<file path="src/rtl/accel_run_ctrl_pkg.sv">
package accel_run_ctrl_pkg;

  typedef enum logic [11:0] {
    ST_IDLE     = 12'd0,
    ST_PREP     = 12'd10,
    ST_RUN      = 12'd12,
    ST_WIPE_OK  = 12'd13,
    ST_WIPE_ERR = 12'd14,
    ST_MEM_WIPE = 12'd20,
    ST_LOCK     = 12'd2550
  } runState_e;

  // strobes from control to datapath
  typedef struct packed {
    logic clrErr;
    logic mergeErr;
    logic raiseDone;
    logic loadSec;
    logic loadFast;
    logic loadMem;
    logic tmrDec;
    logic stChange;
    logic pcClr;
  } ctrlStrobe_t;

  localparam int LOCK_SINGLE_BIT = 10;
  localparam int LOCK_FIELD_LSB  = 16;

  // fatal-stop decision; error vector zero-extended to 64 bits
  function automatic logic mustLock(input logic [63:0] err, input logic swFatal);
    return (|(err >> LOCK_FIELD_LSB)) || err[LOCK_SINGLE_BIT] || (swFatal && (|err));
  endfunction

  function automatic logic [7:0] statusOf(input runState_e st);
    case (st)
      ST_IDLE:                                    return 8'd0;
      ST_PREP, ST_RUN, ST_WIPE_OK, ST_WIPE_ERR:   return 8'd1;
      ST_MEM_WIPE:                                return 8'd2;
      default:                                    return 8'd255;
    endcase
  endfunction

endpackage

</file>
<file path="src/rtl/arc_control.sv">
module arc_control
  import accel_run_ctrl_pkg::*;
#(
  parameter int ERR_W = 32
) (
  input  logic             clk,
  input  logic             rstN,
  input  logic             startCmd,
  input  logic             memWipeCmd,
  input  logic             seedReady,
  input  logic             stopReq,
  input  logic [ERR_W-1:0] stopErr,
  input  logic             swErrFatal,
  input  logic             secWipeEn,
  input  logic             tmrZero,
  output runState_e        stCur,
  output ctrlStrobe_t      strobe,
  output logic             busyExec,
  output logic             wipeActive
);

  runState_e stNext;
  logic      fatalStop;
  logic      toBad;

  assign fatalStop = stopReq && mustLock(64'(stopErr), swErrFatal);
  assign toBad     = (stCur == ST_WIPE_ERR) || fatalStop;

  always_comb begin
    stNext = stCur;
    strobe = '0;
    unique case (stCur)
      ST_IDLE: begin
        if (fatalStop) begin
          stNext           = ST_LOCK;
          strobe.raiseDone = 1'b1;
          strobe.mergeErr  = 1'b1;
        end else if (startCmd) begin
          stNext        = ST_PREP;
          strobe.pcClr  = 1'b1;
          strobe.clrErr = 1'b1;
        end else if (memWipeCmd) begin
          stNext         = ST_MEM_WIPE;
          strobe.loadMem = 1'b1;
        end
      end
      ST_PREP: begin
        if (fatalStop) begin
          stNext           = ST_LOCK;
          strobe.raiseDone = 1'b1;
          strobe.mergeErr  = 1'b1;
        end else if (seedReady) begin
          stNext = ST_RUN;
        end
      end
      ST_RUN: begin
        if (stopReq) begin
          stNext           = fatalStop ? ST_WIPE_ERR : ST_WIPE_OK;
          strobe.raiseDone = 1'b1;
          strobe.mergeErr  = 1'b1;
          strobe.loadSec   = secWipeEn;
          strobe.loadFast  = !secWipeEn;
        end
      end
      ST_WIPE_OK, ST_WIPE_ERR: begin
        if (fatalStop) begin
          strobe.raiseDone = 1'b1;
          strobe.mergeErr  = 1'b1;
        end
        if (tmrZero) begin
          stNext = toBad ? ST_LOCK : ST_IDLE;
        end else begin
          stNext        = toBad ? ST_WIPE_ERR : ST_WIPE_OK;
          strobe.tmrDec = 1'b1;
        end
      end
      ST_MEM_WIPE: begin
        if (fatalStop) begin
          stNext           = ST_LOCK;
          strobe.raiseDone = 1'b1;
          strobe.mergeErr  = 1'b1;
        end else if (tmrZero) begin
          stNext = ST_IDLE;
        end else begin
          strobe.tmrDec = 1'b1;
        end
      end
      ST_LOCK: stNext = ST_LOCK;
      default: stNext = ST_LOCK;
    endcase
    strobe.stChange = (stNext != stCur);
  end

  always_ff @(posedge clk or negedge rstN) begin
    if (!rstN) stCur <= ST_IDLE;
    else       stCur <= stNext;
  end

  assign busyExec   = (stCur == ST_PREP) || (stCur == ST_RUN) ||
                      (stCur == ST_WIPE_OK) || (stCur == ST_WIPE_ERR);
  assign wipeActive = (stCur == ST_WIPE_OK) || (stCur == ST_WIPE_ERR);

endmodule

</file>
<file path="src/rtl/arc_datapath.sv">
module arc_datapath
  import accel_run_ctrl_pkg::*;
#(
  parameter int ERR_W         = 32,
  parameter int SEC_WIPE_CYC  = 98,
  parameter int FAST_WIPE_CYC = 2,
  parameter int MEM_WIPE_CYC  = 64,
  parameter int DWELL_W       = 16
) (
  input  logic               clk,
  input  logic               rstN,
  input  ctrlStrobe_t        strobe,
  input  runState_e          stCur,
  input  logic [ERR_W-1:0]   stopErr,
  output logic               tmrZero,
  output logic [ERR_W-1:0]   errBits,
  output logic               doneIrq,
  output logic               progCntClr,
  output logic [DWELL_W-1:0] dwellCnt,
  output logic [7:0]         statusCode
);

  localparam int MAX_A   = (SEC_WIPE_CYC > FAST_WIPE_CYC) ? SEC_WIPE_CYC : FAST_WIPE_CYC;
  localparam int MAX_CYC = (MAX_A > MEM_WIPE_CYC) ? MAX_A : MEM_WIPE_CYC;
  localparam int TMR_W   = $clog2(MAX_CYC + 1);

  logic [TMR_W-1:0] tmrLeft;

  // one shared down-counter times every wipe
  always_ff @(posedge clk or negedge rstN) begin
    if (!rstN)                tmrLeft <= '0;
    else if (strobe.loadSec)  tmrLeft <= TMR_W'(SEC_WIPE_CYC - 1);
    else if (strobe.loadFast) tmrLeft <= TMR_W'(FAST_WIPE_CYC - 1);
    else if (strobe.loadMem)  tmrLeft <= TMR_W'(MEM_WIPE_CYC - 1);
    else if (strobe.tmrDec)   tmrLeft <= tmrLeft - 1'b1;
  end
  assign tmrZero = (tmrLeft == '0);

  always_ff @(posedge clk or negedge rstN) begin
    if (!rstN) begin
      errBits    <= '0;
      doneIrq    <= 1'b0;
      progCntClr <= 1'b0;
    end else begin
      if (strobe.clrErr)        errBits <= '0;
      else if (strobe.mergeErr) errBits <= errBits | stopErr;
      doneIrq    <= strobe.raiseDone;
      progCntClr <= strobe.pcClr;
    end
  end

  always_ff @(posedge clk or negedge rstN) begin
    if (!rstN)                dwellCnt <= '0;
    else if (strobe.stChange) dwellCnt <= '0;
    else if (!(&dwellCnt))    dwellCnt <= dwellCnt + 1'b1;
  end

  assign statusCode = statusOf(stCur);

endmodule

</file>
<file path="src/rtl/accel_run_ctrl.sv">
module accel_run_ctrl
  import accel_run_ctrl_pkg::*;
#(
  parameter int ERR_W         = 32,
  parameter int SEC_WIPE_CYC  = 98,
  parameter int FAST_WIPE_CYC = 2,
  parameter int MEM_WIPE_CYC  = 64,
  parameter int DWELL_W       = 16
) (
  input  logic               clk,
  input  logic               rstN,
  input  logic               startCmd,
  input  logic               memWipeCmd,
  input  logic               seedReady,
  input  logic               stopReq,
  input  logic [ERR_W-1:0]   stopErr,
  input  logic               swErrFatal,
  input  logic               secWipeEn,
  output logic [11:0]        stateCode,
  output logic [7:0]         statusCode,
  output logic               doneIrq,
  output logic [ERR_W-1:0]   errBits,
  output logic               busyExec,
  output logic               wipeActive,
  output logic [DWELL_W-1:0] dwellCnt,
  output logic               progCntClr
);

  runState_e   stCur;
  ctrlStrobe_t strobe;
  logic        tmrZero;

  arc_control #(.ERR_W(ERR_W)) uCtrl (
    .clk(clk), .rstN(rstN), .startCmd(startCmd), .memWipeCmd(memWipeCmd),
    .seedReady(seedReady), .stopReq(stopReq), .stopErr(stopErr),
    .swErrFatal(swErrFatal), .secWipeEn(secWipeEn), .tmrZero(tmrZero),
    .stCur(stCur), .strobe(strobe), .busyExec(busyExec), .wipeActive(wipeActive)
  );

  arc_datapath #(
    .ERR_W(ERR_W), .SEC_WIPE_CYC(SEC_WIPE_CYC), .FAST_WIPE_CYC(FAST_WIPE_CYC),
    .MEM_WIPE_CYC(MEM_WIPE_CYC), .DWELL_W(DWELL_W)
  ) uData (
    .clk(clk), .rstN(rstN), .strobe(strobe), .stCur(stCur), .stopErr(stopErr),
    .tmrZero(tmrZero), .errBits(errBits), .doneIrq(doneIrq),
    .progCntClr(progCntClr), .dwellCnt(dwellCnt), .statusCode(statusCode)
  );

  assign stateCode = stCur;

endmodule

</file>
<file path="config.mk">
export PLATFORM = sky130hd
export DESIGN_NAME = accel_run_ctrl
export DESIGN_NICKNAME = d
export VERILOG_FILES = /design/src/rtl/accel_run_ctrl_pkg.sv /design/src/rtl/arc_control.sv /design/src/rtl/arc_datapath.sv /design/src/rtl/accel_run_ctrl.sv
export SDC_FILE = /design/constraint.sdc
export NUM_CORES = 1
export LEC_CHECK = 0
export ABC_AREA = 1
export BUFFER_PORTS_ARGS = -buffer_cell sky130_fd_sc_hd__clkbuf_2
export CORE_ASPECT_RATIO = 0.9
export CORE_MARGIN = 3
export CORE_UTILIZATION = 50
export CTS_BUF_LIST = sky130_fd_sc_hd__clkbuf_8 sky130_fd_sc_hd__clkbuf_16
export DETAILED_ROUTE_END_ITERATION = 6
export PLACE_DENSITY = 0.77
export SLEW_MARGIN = 20
export SYNTH_ARGS = -nofsm -noshare
export SYNTH_HDL_FRONTEND = slang
export SYNTH_HIERARCHICAL = 1
export SYNTH_SLANG_ARGS = --single-unit
</file>
<file path="constraint.sdc">
create_clock -name clk -period 3.5 [get_ports clk]
set_clock_uncertainty 0.05 [all_clocks]
set_input_delay 0.35 -clock clk [delete_from_list [all_inputs] [get_ports clk]]
set_output_delay 0.35 -clock clk [all_outputs]
set_load 0.02 [all_outputs]
</file>
==> results of run 1 <==
==> stage by stage <==
| step | power (mW) | instance area (µm²) | utilization (%) |
|---|---|---|---|
| 4_1_cts | 1.70 | 4730 | 64.9 |
| 2_1_floorplan | 0.919 | 3910 | - |
| 3_5_place_dp | 0.999 | 4510 | 61.9 |
| 6_report | 1.68 | 4750 | 65.1 |
| 3_3_place_gp | 0.995 | 4510 | 61.9 |
| 5_1_grt | 1.76 | 4750 | 65.1 |
==> layer usage <==
metal	vias to the layer above	share of wire, %
met2	152	46
met4	0	1.0
met1	1741	45
met3	15	8.2
met5	-	0
li1	1882	-
==> final timing paths <==
kind,slack (ns),to,cells past startpoint,start
min in group asynchronous,0.50,uData/errBits[18]$_DFFE_PN0P_,2,rstN
max in group asynchronous,2.14,uData/dwellCnt[1]$_DFFE_PN0P_,3,rstN
hold reg to reg,0.45,uData/errBits[20]$_DFFE_PN0P_,2,uData/errBits[20]$_DFFE_PN0P_
setup / recovery,0.41,uData/dwellCnt[6]$_DFFE_PN0P_,19,uData/tmrLeft[0]$_DFFE_PN0P_
setup reg to reg,0.41,uData/dwellCnt[6]$_DFFE_PN0P_,19,uData/tmrLeft[0]$_DFFE_PN0P_
hold / removal,0.21,uData/errBits[21]$_DFFE_PN0P_,3,stopErr[21]
==> worst reg2reg max path, cell delays in order, from the launching register on <==
cell	delay [ns]
dfrtp_1	0.39
inv_1	0.11
ha_1	0.20
nand3_1	0.10
nor2_1	0.16
nand2_1	0.09
nor2_1	0.16
inv_1	0.12
nand3_1	0.17
nand3_1	0.11
inv_2	0.06
nand2_2	0.06
nor2_4	0.08
nand3_1	0.08
nand3_1	0.10
nor2_1	0.04
nand3_1	0.12
clkinvlp_4	0.34
nand3_4	0.32
o31ai_1	0.11
==> flip-flops by register name (all words and copies together) (netlist names) <==
register and flops:
uData/doneIrq 1, uCtrl/stCur 12, uData/errBits 32, uData/tmrLeft 7, uData/progCntClr 1, uData/dwellCnt 16
==> logic make-up (layout without fill, tap and decap cells) <==
logic type / after synthesis / count (layout) / share of synthesized area (%)
compound gates: 64 / 64 / 8.88
xor+xnor: 4 / 4 / 0.898
fa+ha+maj: 2 / 2 / 0.641
buf+inv: 74 / 189 / 8.18
simple gates: 306 / 306 / 37.1
flops: 69 / 69 / 44.2
other cells: 1 / 2 / 0.0961
==> power groups by stage <==
stage	clock [mW]	sequential, mW	combinational [mW]
after floorplan	0	0.877	0.0416
after global placement	0	0.852	0.143
after detailed placement	0	0.853	0.146
after CTS	0.720	0.837	0.147
after global routing	0.759	0.840	0.163
final	0.702	0.837	0.145
==> layout make-up <==
| cell class | count | area, µm² | area share [%] |
|---|---|---|---|
| Clock inverter | 6 | 88.8 | 1.87 |
| Multi-Input combinational cell | 378 | 1870 | 39.5 |
| Timing Repair Buffer | 116 | 596 | 12.5 |
| Inverter | 58 | 221 | 4.67 |
| Sequential cell | 69 | 1730 | 36.4 |
| Clock buffer | 9 | 124 | 2.61 |
| Tap cell | 93 | 116 | 2.45 |
==> timing repair <==
item | 4_1_cts | 5_1_grt
setup endpoints to repair | 0 | 12
resized for setup | 0 | 2
hold buffers | 1 | 0
hold endpoints to repair | 26 | 0
==> synth_stat cells, drive strengths merged <==
library cell	count	area, µm²
o211a	1	10.0
xor2	3	26.3
nand2	123	512
nor4	2	12.5
o21ai	17	92.6
dfrtp	69	1730
nand3	49	283
or2	4	25.0
o21bai	3	22.5
nor3	4	20.0
buf	9	75.1
nand4	12	75.1
xnor2	1	8.76
o31ai	1	7.51
and2	1	6.26
nor2	106	463
conb	1	3.75
nand3b	5	50.1
inv	56	210
clkbuf	7	26.3
clkinv	2	7.51
a21oi	42	214
ha	2	25.0
==> flow_summary.toml, run 1 <==
[routing]
remaining_drc_errors = 0
first_pass_iters = 5
dr_total_vias = 3790
wirelength_um = 9840
drt-wirelength-per-cell_um = 13.5
drtIter0Drc = 242
routed_via_density = 5.20
postRouteAntennaNets = 0

[power]
peakVddDrop_v = 0.000233
power.density_nw_per_um2 = 355
p_sw_share_pct = 24.8
power_frac_seq_pct = 49.7
p_leak_nw = 2.56
internal_power_mw = 1.27
clkPwrFrac_pct = 41.7
power_frac_comb_pct = 8.6
p_sw_mw = 0.417

[clocking]
clk_latency_ns = 0.34
ctsRootBufferMaster = "clkbuf_8"
path_clk_slew_ns = 0.08
numCtsBuffers = 9
cts.sinks = 69
cts_buffer_depth = 2
htreeDepth = 3
cts_setup_buffers = 0
cts_tree = "built"

[finish]
diodes = 0
mostFrequentLayoutCells = "110 x clkbuf_2, 107 x nand2_1, 92 x nor2_1"
final_common_cell = "clkbuf_2"
n_fill_cell = 647
nets = 674
syn_to_final_growth_pct = 21.6
layout-drive-gt1-share_pct = 28.5
finalNonFillerCells = 729

[setup_path]
cp_slowest_cell = "dfrtp_1"
critical_path_arrival_ns = 3.26
start_kind = "flop"
cp_num_buf_inv = 4
crit_family = "simple AND/OR/NAND/NOR gates"
critical_path.most_common_cell = "nand3_1"
critPathMaxStageDelay_ns = 0.39
worst_ep_required_time_ns = 3.67
path_cells = "inv_1 > ha_1 > nand3_1 > nor2_1 > nand2_1 > nor2_1 > inv_1 > nand3_1 > nand3_1 > inv_2 > nand2_2 > nor2_4 > nand3_1 > nand3_1 > nor2_1 > nand3_1 > clkinvlp_4 > nand3_4 > o31ai_1"
critPathCaptureType = "flop"
critical_path_class = "flop to flop"
critPathMaxFanout = 18

[synthesis]
ys_warn_count = 6
synth.avg_cell_area_um2 = 7.50
syn_area_um2 = 3900
synthCells = 520
ys_ff_latch = 69
ys_types = 36
seq_area_frac_synth_pct = 44.2

[place]
placed_cells = 713
dp_slack_ns = 0.191
dp_hpwl_um = 7680
io_buffers = 111
gp_congestion = 0.929

[global_routing]
use_met3_pct = 5.96
grtUsageMet1_pct = 33.2
grtUsageTotal_pct = 23.3
grt_pass1_vias = 3602
grt_max_degree = 34
globalRouteMet2Util_pct = 35.7
grt_overflow = 0
grt.busiest_layer = "met2"
grt_pass1_wl_um = 17100
antenna_found_initial = 0

[sta]
hold_viol_final = 0
tns_ns = 0
maxSlewViolCount = 0
layout_min_cycle_time_ns = 3.09
fin_ws_ns = 0.411
setup_violations = 0
rsz0062_at_grt = "false"
fmax_mhz = 324
hold_ws_ns = 0.212
fin_crit_sh_pct = 88.3
tightestPinTransition_ns = 0.602
slew-limit-headroom_pct = 59.9

[hold_path]
hold_path_class = "primary input to flop"

[outcome]
status = "complete, no violations"

[die]
dieArea_um2 = 8900
die_w_um = 99.1
initial_core_util_pct = 53.5
coreArea_um2 = 7290
row_count = 29
die_h_um = 89.8
ioPinCount = 112

[job]
drv_cap = 0
Power figures use the tool's default switching activity.
==> inputs of run 2 (changes only) <==
--- a/config.mk
+++ b/config.mk
@@ -5,14 +5,14 @@
 export SDC_FILE = /design/constraint.sdc
 export NUM_CORES = 1
 export LEC_CHECK = 0
-export ABC_AREA = 1
+export ABC_AREA = 0
 export BUFFER_PORTS_ARGS = -buffer_cell sky130_fd_sc_hd__clkbuf_2
 export CORE_ASPECT_RATIO = 0.9
-export CORE_MARGIN = 3
 export CORE_UTILIZATION = 50
 export CTS_BUF_LIST = sky130_fd_sc_hd__clkbuf_8 sky130_fd_sc_hd__clkbuf_16
+export CTS_CLUSTER_DIAMETER = 200
 export DETAILED_ROUTE_END_ITERATION = 6
-export PLACE_DENSITY = 0.77
+export PLACE_DENSITY = 0.78
 export SLEW_MARGIN = 20
 export SYNTH_ARGS = -nofsm -noshare
 export SYNTH_HDL_FRONTEND = slang
==> flow_summary.toml, run 2 <==
[setup_path]
start_kind = "flop"
critPathMaxFanout = 9
critPathCaptureType = "flop"
r2r_start = "uCtrl/stCur[5]$_DFF_PN0_"
critical_path_class = "flop to flop"
worst_ep_required_time_ns = 3.72
crit_path_start = "uCtrl/stCur[5]$_DFF_PN0_"
critical_path_arrival_ns = 3.51

[global_routing]
grtUsageTotal_pct = 26.9
grt_pass1_vias = 3405
grt.busiest_layer = "met2"
grt_overflow = 0
globalRouteMet2Util_pct = 40.0
grtUsageMet1_pct = 38.8
use_met3_pct = 7.52
grt_max_degree = 44
antenna_found_initial = 0
grt_pass1_wl_um = 16500

[synthesis]
synth.area.top_cells = "dfrtp_1 46%, a21oi_1 7.0%, nor2_1 6.1%, nor4_1 3.0%, or3_1 1.8%"
ys_warn_count = 6
synth.avg_cell_area_um2 = 9.13
ys.flop_type = "dfrtp_1"
ys_ff_latch = 69
synthCells = 414
synth_area_leader_cell = "dfrtp_1"
seq_area_frac_synth_pct = 45.7
synth_top_area_share_pct = 45.7
async_flop_share_pct = 100
synth_edf_count = 0
synth_most_common_cell = "dfrtp_1"
ys_types = 67
syn_area_um2 = 3780
synthTopCellsByCount = "69 x dfrtp_1, 61 x nor2_1, 53 x a21oi_1, 18 x nand2_1, 18 x nor4_1"

[finish]
final_common_cell = "clkbuf_2"
post-route-cell-area_um2 = 4620
layout-drive-gt1-share_pct = 29.9
diodes = 0
syn_to_final_growth_pct = 22.2
nets = 568
reg_top3 = "uData/errBits (32), uData/dwellCnt (16), uCtrl/stCur (12)"
post-route-util_pct = 64.3
mostFrequentLayoutCells = "110 x clkbuf_2, 69 x dfrtp_1, 60 x nor2_1"
largest_reg_flops = 32
largest_register = "uData/errBits"

[sta]
fmax_mhz = 303
hold_viol_final = 0
layout_min_cycle_time_ns = 3.30
slew-limit-headroom_pct = 37.3
maxSlewViolCount = 0
setup_violations = 0
hold_ws_ns = 0.0870
rsz0062_at_grt = "false"
tns_ns = 0
fin_crit_sh_pct = 94.2
tightestPinTransition_ns = 0.941

[place]
dp_hpwl_um = 7360
dpl_cell_area_um2 = 4450
gp_congestion = 0.911
io_buffers = 111

[power]
power.density_nw_per_um2 = 332
p_leak_nw = 2.16
peakVddDrop_v = 0.000271

[routing]
drtIter0Drc = 231
wirelength_um = 10100
postRouteAntennaNets = 0
first_pass_iters = 5
remaining_drc_errors = 0
drt-wirelength-per-cell_um = 16.1
routed_via_density = 5.96
dr_total_vias = 3719

[die]
initial_core_util_pct = 52.6
row_count = 29
dieArea_um2 = 7910
die_h_um = 84.5
die_w_um = 93.6
coreArea_um2 = 7180
ioPinCount = 112

[clocking]
post_cts_resized = 0
clk_latency_ns = 0.35
postCtsHoldBufs = 0
numCtsBuffers = 9
cts_setup_buffers = 0
ctsRootBufferMaster = "clkbuf_8"
cts_buffer_depth = 2
cts.sinks = 69
htreeDepth = 3
path_clk_slew_ns = 0.08
cts_tree = "built"

[job]
drv_cap = 0

[hold_path]
hold_path_class = "primary input to async pin"

[outcome]
status = "complete, no violations"
[run 2: cell types whose count changed after synthesis, sizes merged, moves of 7 or more]
cell    delta
inv       -48
nor4      +17
clkbuf    +10
o31ai      +7
or3       +11
nand2    -105
nand3     -38
a21oi     +11
nor2      -45
nor3       +9
[run 2: final cells by class]
| class | instances | area [µm²] |
|---|---|---|
| fillers | 605 | 2570 |
| multi-input cells | 310 | 1890 |
| flip-flops and latches | 69 | 1730 |
| repair buffers | 128 | 683 |
| clock buffers | 10 | 138 |
| well taps | 93 | 116 |
| clock inverters | 6 | 31.3 |
| inverters | 8 | 30.0 |
[run 2: worst max-delay path, stage by stage (launching register included)]
cell      delay [ns]
dfrtp_1         0.41
or4_1           0.59
buf_4           0.19
nor4_1          0.52
a211oi_1        0.10
o221ai_1        0.34
xnor2_1         0.16
nand4_1         0.36
buf_4           0.31
nor3_1          0.19
[run 2: power by group]
group	internal [mW]	total, mW	switching, mW
Sequential	0.815	0.829	0.0141
Clock	0.269	0.573	0.304
Combinational	0.0477	0.131	0.0828
Total	1.13	1.53	0.401
[run 2: worst paths after layout]
kind,end,cells past startpoint,slack (ns)
max in group asynchronous,uData/errBits[27]$_DFFE_PN0P_,2,2.53
worst min-delay path,uData/tmrLeft[0]$_DFFE_PN0P_,1,0.09
worst max-delay path,uData/dwellCnt[8]$_DFFE_PN0P_,9,0.20
min in group clk,uData/errBits[0]$_DFFE_PN0P_,3,0.21
worst max register to register,uData/dwellCnt[8]$_DFFE_PN0P_,9,0.20
worst min register to register,uData/errBits[29]$_DFFE_PN0P_,2,0.45
[run 2: cell families (layout without fill, tap and decap cells)]
kind of cell | count (synthesis) | count (layout) | share of synthesized area (%)
fa+ha+maj | 3 | 3 | 0.927
mux | 3 | 3 | 0.828
buf+inv | 36 | 152 | 4.37
xor+xnor | 13 | 13 | 3.01
simple gates | 179 | 179 | 26.6
compound gates | 110 | 110 | 18.5
flops | 69 | 69 | 45.7
other cells | 1 | 2 | 0.0992
[run 2: layer usage]
| metal | wire (µm) | vias up |
|---|---|---|
| li1 | - | 1751 |
| met1 | 4340 | 1767 |
| met2 | 4700 | 191 |
| met3 | 921 | 10 |
| met4 | 95 | 0 |
| met5 | 0 | - |
[run 2: through the flow]
step / total power [mW] / cells / setup slack [ns]
3_3_place_gp: 0.973 / 608 / 0.315
4_1_cts: 1.54 / 624 / 0.232
5_1_grt: 1.59 / 624 / 0.0318
6_report: 1.53 / 624 / 0.202
3_5_place_dp: 0.976 / 608 / 0.248
2_1_floorplan: 0.900 / 415 / 0.370
==> inputs of run 3 (changes only) <==
--- a/config.mk
+++ b/config.mk
@@ -8,11 +8,11 @@
 export ABC_AREA = 0
 export BUFFER_PORTS_ARGS = -buffer_cell sky130_fd_sc_hd__clkbuf_2
 export CORE_ASPECT_RATIO = 0.9
-export CORE_UTILIZATION = 50
+export CORE_UTILIZATION = 52
 export CTS_BUF_LIST = sky130_fd_sc_hd__clkbuf_8 sky130_fd_sc_hd__clkbuf_16
 export CTS_CLUSTER_DIAMETER = 200
 export DETAILED_ROUTE_END_ITERATION = 6
-export PLACE_DENSITY = 0.78
+export PLACE_DENSITY = 0.8
 export SLEW_MARGIN = 20
 export SYNTH_ARGS = -nofsm -noshare
 export SYNTH_HDL_FRONTEND = slang
==> flow_summary.toml, run 3 (same netlist as run 2, synthesis figures left out) <==
[outcome]
status = "complete, no violations"

[die]
die_w_um = 91.9
dieArea_um2 = 7610
coreArea_um2 = 7040
die_h_um = 82.9
ioPinCount = 112
row_count = 29
initial_core_util_pct = 53.7

[setup_path]
rr_worst_depth = 8
ff2ff_setup_slack_ns = 0.37
critical_path_class = "flop to flop"
start_kind = "flop"
r2r_start = "uCtrl/stCur[5]$_DFF_PN0_"
critPathCaptureType = "flop"
reg2reg_to = "uData/dwellCnt[2]$_DFFE_PN0P_"
crit_path_start = "uCtrl/stCur[5]$_DFF_PN0_"
worst_ep_required_time_ns = 3.70
crit_end = "uData/dwellCnt[2]$_DFFE_PN0P_"
critPathMaxFanout = 15
critical_path_arrival_ns = 3.33

[place]
placed_cells = 602
dpl_cell_area_um2 = 4400
dp_hpwl_um = 6990
gp_congestion = 0.947
dp_slack_ns = 0.416
io_buffers = 111

[finish]
nets = 563
largest_register = "uData/errBits"
syn_to_final_growth_pct = 23.4
diodes = 0
mostFrequentLayoutCells = "110 x clkbuf_2, 69 x dfrtp_1, 60 x nor2_1"
layout-drive-gt1-share_pct = 29.5
reg_top3 = "uData/errBits (32), uData/dwellCnt (16), uCtrl/stCur (12)"
post-route-cell-area_um2 = 4660
seq_area_um2 = 1730
multiInputGateArea_um2 = 1890
finalNonFillerCells = 619
largest_reg_flops = 32
n_fill_cell = 586
final_common_cell = "clkbuf_2"

[global_routing]
globalRouteMet2Util_pct = 40.2
grt.busiest_layer = "met2"
antenna_found_initial = 0
grt_pass1_wl_um = 16300
grt_overflow = 0
grtUsageTotal_pct = 26.6
grtUsageMet1_pct = 37.7
grt_max_degree = 47
use_met3_pct = 6.32
grt_pass1_vias = 3449

[sta]
layout_min_cycle_time_ns = 3.13
rsz0062_at_grt = "false"
maxSlewViolCount = 0
setup_violations = 0
slew-limit-headroom_pct = 52.7
fin_ws_ns = 0.375
hold_viol_final = 0
fmax_mhz = 320
tightestPinTransition_ns = 0.710
tns_ns = 0
fin_crit_sh_pct = 89.3

[power]
power_frac_comb_pct = 7.5
p_sw_share_pct = 23.6
power_frac_seq_pct = 47.2
peakVddDrop_v = 0.000251
p_leak_nw = 2.16
power.density_nw_per_um2 = 377
clkPwrFrac_pct = 45.3
internal_power_mw = 1.34
p_sw_mw = 0.414

[routing]
drtIter0Drc = 285
remaining_drc_errors = 0
wirelength_um = 9880
routed_via_density = 6.05
dr_total_vias = 3743
postRouteAntennaNets = 0
first_pass_iters = 7
drt-wirelength-per-cell_um = 16.0

[job]
drv_cap = 0

[clocking]
path_clk_slew_ns = 0.08
ctsRootBufferMaster = "clkbuf_8"
cts_tree = "built"
numCtsBuffers = 9
clk_latency_ns = 0.34
htreeDepth = 3
cts_buffer_depth = 2
cts.sinks = 69

[hold_path]
hold_path_class = "primary input to flop"
-- run 3: cell types whose count changed in the layout (fill, tap and decap cells not counted), sizes merged --
cell         before  now
dlygate4sd3       0    1
buf              18   12
bufinv            0    3
clkinv            4    2
clkbuf          120  119
-- run 3: timing repair --
item / in CTS / in global routing
hold buffers: 0 / 1
endpoints found under the hold margin: 0 / 1
buffers inserted: 0 / 0
gates resized for setup: 0 / 0
-- run 3: cell type report --
type	instances	share of cell area, %
sequential	69	37.0
clock inverter	7	2.60
clock buffer	9	2.66
tap	93	2.50
inverter	8	0.644
multi-input combinational	310	40.6
timing repair buffer	123	14.0
-- run 3: how the worst min path moves through the flow --
| stage | startpoint | end | slack (ns) | cells after the start |
|---|---|---|---|---|
| global placement | uData/errBits[9]$_DFFE_PN0P_ | uData/errBits[9]$_DFFE_PN0P_ | 0.43 | 2 |
| floorplan | rstN | uCtrl/stCur[0]$_DFF_PN0_ | 0.004 | 0 |
| CTS | rstN | uData/tmrLeft[5]$_DFFE_PN0P_ | 0.15 | 1 |
| detailed placement | uData/errBits[29]$_DFFE_PN0P_ | uData/errBits[29]$_DFFE_PN0P_ | 0.43 | 2 |
| global route | stopErr[23] | uData/errBits[23]$_DFFE_PN0P_ | 0.22 | 3 |
| finish | stopErr[28] | uData/errBits[28]$_DFFE_PN0P_ | 0.21 | 3 |
-- run 3: power by group through the flow --
stage	logic, mW	registers, mW	clock network, mW
2_1_floorplan	0.0366	0.863	0
3_3_place_gp	0.127	0.844	0
3_5_place_dp	0.131	0.843	0
4_1_cts	0.131	0.829	0.810
5_1_grt	0.145	0.831	0.848
6_report	0.131	0.829	0.796
-- run 3: routing by layer --
layer / vias up / part of all wire [%]
li1: 1746 / -
met1: 1784 / 42
met2: 198 / 47
met3: 15 / 9.2
met4: 0 / 1.5
met5: - / 0
-- run 3: worst max-delay path, cell delays in order (launching register included) --
cell	delay (ns)
dfrtp_1	0.42
or4_1	0.68
nor4_1	0.62
a211oi_1	0.20
o221ai_1	0.34
xnor2_1	0.16
nand4_1	0.14
buf_4	0.22
nor3_1	0.20
-- run 3: through the flow --
| step | power [mW] | hold slack, ns | util (%) |
|---|---|---|---|
| final | 1.76 | 0.207 | 66.2 |
| after global routing | 1.82 | 0.217 | 66.2 |
| after CTS | 1.77 | 0.149 | 66.1 |
| after detailed placement | 0.974 | 0.434 | 62.6 |
| after global placement | 0.971 | 0.426 | 62.6 |
| after floorplan | 0.900 | 0.00441 | - |
